## src/rtl/brg_ctl_pkg.sv

```systemverilog
package brg_ctl_pkg;

   localparam int WORD_W      = 32;
   localparam int IDX_PON     = 0;
   localparam int IDX_GEN     = 1;
   localparam int IDX_IODEV   = 2;
   localparam int IDX_SDRAM   = 3;
   localparam int IDX_MAP     = 4;
   localparam int IDX_GPIO_D  = 7;
   localparam int IDX_GPIO_IE = 8;
   localparam int IDX_EN_SET  = 12;
   localparam int IDX_EN_CLR  = 13;
   localparam int IDX_EN      = 14;
   localparam int IDX_STAT    = 15;
   localparam int IDX_DQ      = 26;
   localparam int IDX_MEMSZ   = 27;

   // bit positions inside the general configuration word
   localparam int GEN_DEBUG    = 0;
   localparam int GEN_SNOOP    = 1;
   localparam int GEN_SELFRST  = 2;
   localparam int GEN_SWAP     = 6;
   localparam int GEN_UNCACHED = 7;
   localparam int GEN_PREFETCH = 8;
   localparam int GEN_WBEHIND  = 9;
   localparam int GEN_QUEUE    = 12;

   typedef enum logic [1:0] {
      KIND_PLAIN,
      KIND_ENABLE,
      KIND_STATUS
   } word_kind_e;

   function automatic logic [WORD_W-1:0] gen_default();
      logic [WORD_W-1:0] v;
      v = '0;
      v[GEN_SELFRST]  = 1'b1;
      v[GEN_UNCACHED] = 1'b1;
      v[GEN_PREFETCH] = 1'b1;
      v[GEN_WBEHIND]  = 1'b1;
      v[GEN_QUEUE]    = 1'b1;
      return v;
   endfunction

   function automatic logic [WORD_W-1:0] reset_value(int idx);
      case (idx)
         IDX_PON:     return 32'h0000_0C40;
         IDX_GEN:     return gen_default();
         IDX_IODEV:   return 32'h2BFF_8010;
         IDX_SDRAM:   return 32'h255E_0091;
         IDX_MAP:     return 32'h0000_6140;
         IDX_GPIO_D:  return 32'h0000_01FF;
         IDX_GPIO_IE: return 32'h0000_01FF;
         IDX_DQ:      return 32'h0000_0008;
         IDX_MEMSZ:   return 32'h1000_0000;
         default:     return '0;
      endcase
   endfunction

   function automatic word_kind_e word_kind(int idx);
      if (idx == IDX_EN)   return KIND_ENABLE;
      if (idx == IDX_STAT) return KIND_STATUS;
      return KIND_PLAIN;
   endfunction

endpackage

```

## src/rtl/brg_ctl_word.sv

```systemverilog
module brg_ctl_word #(
   parameter int              DATA_W  = 32,
   parameter logic [DATA_W-1:0] RST_VAL = '0
) (
   input  logic              clk,
   input  logic              rst_n,
   input  logic              we,
   input  logic [DATA_W-1:0] wdata,
   output logic [DATA_W-1:0] q
);

   always_ff @(posedge clk or negedge rst_n) begin
      if (!rst_n)  q <= RST_VAL;
      else if (we) q <= wdata;
   end

endmodule

```

## src/rtl/brg_ctl_inten.sv

```systemverilog
module brg_ctl_inten #(
   parameter int DATA_W = 32
) (
   input  logic              clk,
   input  logic              rst_n,
   input  logic              set_we,
   input  logic              clr_we,
   input  logic [DATA_W-1:0] wdata,
   output logic [DATA_W-1:0] en_q
);

   always_ff @(posedge clk or negedge rst_n) begin
      if (!rst_n)      en_q <= '0;
      else if (set_we) en_q <= en_q | wdata;
      else if (clr_we) en_q <= en_q & ~wdata;
   end

endmodule

```

## src/rtl/brg_ctl_edge.sv

```systemverilog
module brg_ctl_edge (
   input  logic clk,
   input  logic rst_n,
   input  logic we,
   input  logic cur_bit,
   input  logic new_bit,
   output logic pulse
);

   always_ff @(posedge clk or negedge rst_n) begin
      if (!rst_n) pulse <= 1'b0;
      else        pulse <= we & ~cur_bit & new_bit;
   end

endmodule

```

## src/rtl/brg_ctl_rdmux.sv

```systemverilog
module brg_ctl_rdmux #(
   parameter int DATA_W  = 32,
   parameter int N_WORDS = 28,
   parameter int ADDR_W  = 5
) (
   input  logic              clk,
   input  logic              rst_n,
   input  logic              req_valid,
   input  logic              req_write,
   input  logic [ADDR_W-1:0] req_addr,
   input  logic [DATA_W-1:0] words [N_WORDS],
   output logic              rsp_valid,
   output logic [DATA_W-1:0] rsp_rdata
);

   logic [DATA_W-1:0] sel;

   always_comb begin
      sel = '0;
      for (int i = 0; i < N_WORDS; i++) begin
         if (req_addr == ADDR_W'(i)) sel = words[i];
      end
   end

   always_ff @(posedge clk or negedge rst_n) begin
      if (!rst_n) begin
         rsp_valid <= 1'b0;
         rsp_rdata <= '0;
      end else begin
         rsp_valid <= req_valid;
         rsp_rdata <= (req_valid && !req_write) ? sel : '0;
      end
   end

endmodule

```

## src/rtl/brg_ctl_regs.sv

```systemverilog
module brg_ctl_regs
   import brg_ctl_pkg::*;
#(
   parameter int DATA_W       = 32,
   parameter int N_WORDS      = 28,
   parameter int ADDR_W       = 5,
   parameter int SELF_RST_BIT = GEN_SELFRST
) (
   input  logic              clk,
   input  logic              rst_n,
   input  logic              req_valid,
   input  logic              req_write,
   input  logic [ADDR_W-1:0] req_addr,
   input  logic [DATA_W-1:0] req_wdata,
   output logic              rsp_valid,
   output logic [DATA_W-1:0] rsp_rdata,
   output logic              rst_req_o
);

   localparam int ADDR_SPAN = 1 << ADDR_W;

   if (DATA_W != WORD_W) begin : g_bad_width
      $error("brg_ctl_regs: DATA_W must match the package word width");
   end
   if (N_WORDS > ADDR_SPAN) begin : g_bad_addr
      $error("brg_ctl_regs: ADDR_W too narrow for N_WORDS");
   end
   if (N_WORDS <= IDX_MEMSZ) begin : g_bad_depth
      $error("brg_ctl_regs: N_WORDS must cover every defined word");
   end
   if (SELF_RST_BIT >= DATA_W) begin : g_bad_bit
      $error("brg_ctl_regs: SELF_RST_BIT out of range");
   end

   logic [N_WORDS-1:0] wr_hit;
   logic [DATA_W-1:0]  words [N_WORDS];
   logic [DATA_W-1:0]  en_q;

   always_comb begin
      for (int i = 0; i < N_WORDS; i++) begin
         wr_hit[i] = req_valid && req_write && (req_addr == ADDR_W'(i));
      end
   end

   for (genvar gi = 0; gi < N_WORDS; gi++) begin : g_word
      if (word_kind(gi) == KIND_ENABLE) begin : g_en
         assign words[gi] = en_q;
      end else if (word_kind(gi) == KIND_STATUS) begin : g_stat
         assign words[gi] = '0;
      end else begin : g_plain
         brg_ctl_word #(
            .DATA_W  (DATA_W),
            .RST_VAL (reset_value(gi))
         ) u_word (
            .clk   (clk),
            .rst_n (rst_n),
            .we    (wr_hit[gi]),
            .wdata (req_wdata),
            .q     (words[gi])
         );
      end
   end

   brg_ctl_inten #(.DATA_W(DATA_W)) u_inten (
      .clk    (clk),
      .rst_n  (rst_n),
      .set_we (wr_hit[IDX_EN_SET]),
      .clr_we (wr_hit[IDX_EN_CLR]),
      .wdata  (req_wdata),
      .en_q   (en_q)
   );

   brg_ctl_edge u_edge (
      .clk     (clk),
      .rst_n   (rst_n),
      .we      (wr_hit[IDX_GEN]),
      .cur_bit (words[IDX_GEN][SELF_RST_BIT]),
      .new_bit (req_wdata[SELF_RST_BIT]),
      .pulse   (rst_req_o)
   );

   brg_ctl_rdmux #(
      .DATA_W  (DATA_W),
      .N_WORDS (N_WORDS),
      .ADDR_W  (ADDR_W)
   ) u_rdmux (
      .clk       (clk),
      .rst_n     (rst_n),
      .req_valid (req_valid),
      .req_write (req_write),
      .req_addr  (req_addr),
      .words     (words),
      .rsp_valid (rsp_valid),
      .rsp_rdata (rsp_rdata)
   );

endmodule

```

## config.mk

```make
export PLATFORM = sky130hd
export DESIGN_NAME = brg_ctl_regs
export DESIGN_NICKNAME = d
export VERILOG_FILES = /design/src/rtl/brg_ctl_pkg.sv /design/src/rtl/brg_ctl_word.sv /design/src/rtl/brg_ctl_inten.sv /design/src/rtl/brg_ctl_edge.sv /design/src/rtl/brg_ctl_rdmux.sv /design/src/rtl/brg_ctl_regs.sv
export SDC_FILE = /design/constraint.sdc
export NUM_CORES = 1
export LEC_CHECK = 0
export ABC_CLOCK_PERIOD_IN_PS = 1700
export BUFFER_PORTS_ARGS = -buffer_cell sky130_fd_sc_hd__buf_2
export CORE_MARGIN = 2
export CORE_UTILIZATION = 59
export CTS_BUF_LIST = sky130_fd_sc_hd__clkbuf_8
export DETAILED_ROUTE_END_ITERATION = 10
export PLACE_DENSITY = 0.77
export SYNTH_ARGS = -nofsm -noshare
export SYNTH_HDL_FRONTEND = slang
export SYNTH_SLANG_ARGS = --single-unit
```

## constraint.sdc

```tcl
create_clock -name clk -period 1.7 [get_ports clk]
set_clock_uncertainty 0.05 [all_clocks]
set_input_delay 0.085 -clock clk [delete_from_list [all_inputs] [get_ports clk]]
set_output_delay 0.085 -clock clk [all_outputs]
set_load 0.005 [all_outputs]
```

==> impl_metrics.toml <==
[finish]
fin_nets = 4089
syn_to_final_growth_pct = 26.86
layout-drive-gt1-share_pct = 49.16
fillers = 4523
finalInstanceArea_mm2 = 0.05301
final_core_util_pct = 75.69

[run_status]
run_status = "finished with violations"
violations = "setup timing"

[synth]
synth_compound_area_share_pct = 12.57
synth_area_per_cell_um2 = 12.30
ys_warn_count = 0
synthMostInstantiatedCell = "dfrtp_1"
synth_commonest_cells = "dfrtp_1 (841), mux2_2 (799), nand2_1 (215), buf_2 (145), a21oi_1 (144)"
synth_seq_area_share_pct = 53.95
synth.cell_area_mm2 = 0.04178
synth_top_family_by_area = "multiplexers"
synth_top_cell_by_area = "dfrtp_1"
synth.top_cell.area_share_pct = 50.37
ys_seq_elements = 898
ys.flop_type = "dfrtp_1"
ys_types = 81
muxShareOfSynthArea_pct = 23.26
synthAdderAreaFrac_pct = 0
synthSimpleGateAreaFrac_pct = 6.684
synth-async-reset-ratio_pct = 100.0
synthTopCellsByArea = "dfrtp_1 (50%), mux2_2 (22%), dfstp_2 (3.6%)"
synth_cells = 3397
yosys.area_share.xor_xnor_pct = 0
syn_nets = 3438
synth_edf_count = 0

[min_path]
hp-class = "in2reg"
min_delay_path_depth = 4

[floorplanning]
die_area_mm2 = 0.07296
rows = 97
die_h_um = 270.1
io_pins = 75
fp.dieW_um = 270.1
initial_utilization_pct = 59.67
core-area_mm2 = 0.07003

[worst_setup_path]
worstPathRequired_ps = 2350
path_cells = "mux4_2, a32o_2, a2111o_1, a21oi_4, o22ai_2"
arrival_ps = 2880
crit_path_max_incr_delay_ps = 520
reg2reg_depth = 5
worstSetupPathType = "reg2reg"
crit_path_start_kind = "flip-flop"
critPathMaxFanout = 2
crit_path_end_kind = "flip-flop"
crit_slowest_cell = "a2111o_1"

[global_route]
gr-usage-met2_pct = 65.94
overflow = 0
top_usage_layer = "met2"
grt_usage_pct = 43.97
grtUsageMet3_pct = 11.47
antenna_found_initial = 5
grt_first_pass_wirelength_um = 236500
grt_pass1_vias = 35660
use_met1_pct = 58.41
grt_max_degree = 66

[placement]
port_buffers = 74
place_congestion = 0.9802
dp_hpwl_um = 113300
dpl_cell_area_mm2 = 0.04873
place_ws_ps = -1372

[sta]
relSlewSlack_pct = 46.32
period_share_pct = 131.1
hold_viol_final = 0
max_freq_mhz = 448.8
slew_viol_final = 0
setup_ws_ps = -528.1
setup_violations = 19
tightestPinTransition_ps = 802.3
grt_setup_unrepaired = "true"
layout_min_cycle_time_ps = 2228

[route]
dr.pass1.iters = 8
drc = 0
drt-initial-drc-count = 4357
ant_nets = 0
vias_per_cell = 6.820
drt-total-wl_um = 160500
vias = 34820
post_drt_wl_per_cell_um = 31.43

[power_and_ir_drop]
sw_frac_of_total_pct = 27.98
p_comb_share_pct = 14.6
irDropWorstVdd_uv = 783.5
seq_power_share_pct = 49.3
powerDensity_mw_per_mm2 = 994.9
leakage_uw = 0.02497
power_switching_uw = 14760
pwr-share-clk_pct = 36.1
p_int_uw = 37980

[cts]
insertion_delay_ps = 840
clk_pin_slew_ps = 60
clock_sinks = 898
htreeDepth = 4
clk_path_buf_depth = 3
cts-root-buf = "clkbuf_8"
cts_buffers = 151
cts_tree = "done"

[run]
maxCapViolCount = 0
-- cells in the final DEF, fill, tap and decap left out, types with 15 or more instances in the layout --
master	Yosys	final
a22o_1	54	54
nor2_4	0	20
o221ai_1	23	19
buf_4	19	589
a22oi_1	69	67
nor2_1	115	93
dlygate4sd3_1	0	37
clkbuf_8	0	183
mux2i_1	46	42
buf_2	145	70
nand2_1	215	205
o22ai_1	50	42
o211ai_1	20	20
a21oi_1	144	117
nand3_1	35	30
dfstp_2	57	57
a31oi_1	18	15
nor2b_1	26	21
o21ai_0	138	123
buf_12	0	98
inv_1	19	80
nor3_1	32	22
a21oi_2	0	21
a221o_1	16	16
mux2_2	799	797
a221oi_1	32	22
a32oi_1	20	17
nand3b_1	17	17
dfrtp_1	841	840
and3_1	26	22
-- sequential cells by signal, indices dropped and copies added, names as in the netlist, named ones only --
signal / flops
g_word.g_plain.u_word.q: 832
u_edge.pulse: 1
u_rdmux.rsp_rdata: 32
u_rdmux.rsp_valid: 1
-- per-layer routing --
layer	share of wire, %	up-vias	wire [um]
met5	0.050	-	80
met4	6.4	6	10340
met3	11	645	17820
met2	44	2447	70950
met1	38	17790	61280
li1	-	13940	-
-- cell families after synthesis --
group,Yosys count
buffers and inverters,322
multiplexers,857
AND/OR/NAND/NOR,566
flip-flops,898
AO/OA/AOI/OAI,754
-- final cells by class --
type | instances | area [um2] | share of cell area [%]
Multi-Input combinational cell | 2177 | 19080 | 36.00
Tap cell | 940 | 1176 | 2.219
Sequential cell | 898 | 22540 | 42.53
Antenna cell | 6 | 15.01 | 0.02833
Clock buffer | 183 | 2519 | 4.752
Clock inverter | 82 | 421.7 | 0.7955
Inverter | 20 | 75.07 | 0.1416
Timing Repair Buffer | 800 | 7176 | 13.54
-- path summary, 6_finish.rpt --
path                       slack (ps)                               to                       startpoint
setup reg to reg                 -530            u_rdmux.rsp_rdata[27]   g_word[3].g_plain.u_word.q[27]
min in group asynchronous         430  g_word[26].g_plain.u_word.q[23]                            rst_n
hold reg to reg                   430  g_word[13].g_plain.u_word.q[28]  g_word[13].g_plain.u_word.q[28]
hold / removal                     80  g_word[13].g_plain.u_word.q[26]                    req_wdata[26]
setup / recovery                 -530            u_rdmux.rsp_rdata[27]   g_word[3].g_plain.u_word.q[27]
max in group asynchronous         550            u_rdmux.rsp_rdata[13]                            rst_n
-- critical path: cells and delay by family, from the launching register on --
family / cells / cell delay (ps)
compound gates: 4 / 1190
flops: 1 / 380
mux: 1 / 480
-- through the flow --
step	cells	hold WS, ps	TNS [ps]	power (uW)
finish	5106	79.38	-2734	52740
global route	5101	109.7	-3515	54510
CTS	5098	51.86	-2277	52430
detailed placement	4800	-38.38	-454290	33360
global placement	4800	-37.01	-420770	32860
floorplan	3397	-260.6	-3707	29680
-- timing repair --
action / 4_1_cts / 5_1_grt
pin swaps: 62 / 68
gates resized for setup: 114 / 68
buffers inserted: 2 / 5
gates cloned: 0 / 0
hold buffers: 38 / 0
endpoints found under the hold margin: 1719 / 0
endpoints found under the setup margin: 28 / 32
-- power by group through the flow --
stage	Clock (uW)	Combinational, uW	Sequential [uW]
after detailed placement	0	7140	26200
after floorplan	0	4060	25600
after global placement	0	6850	26000
after global routing	20200	8090	26300
after CTS	19100	7440	25900
final	19100	7690	26000
No activity file was read; power rests on OpenSTA's default activity.
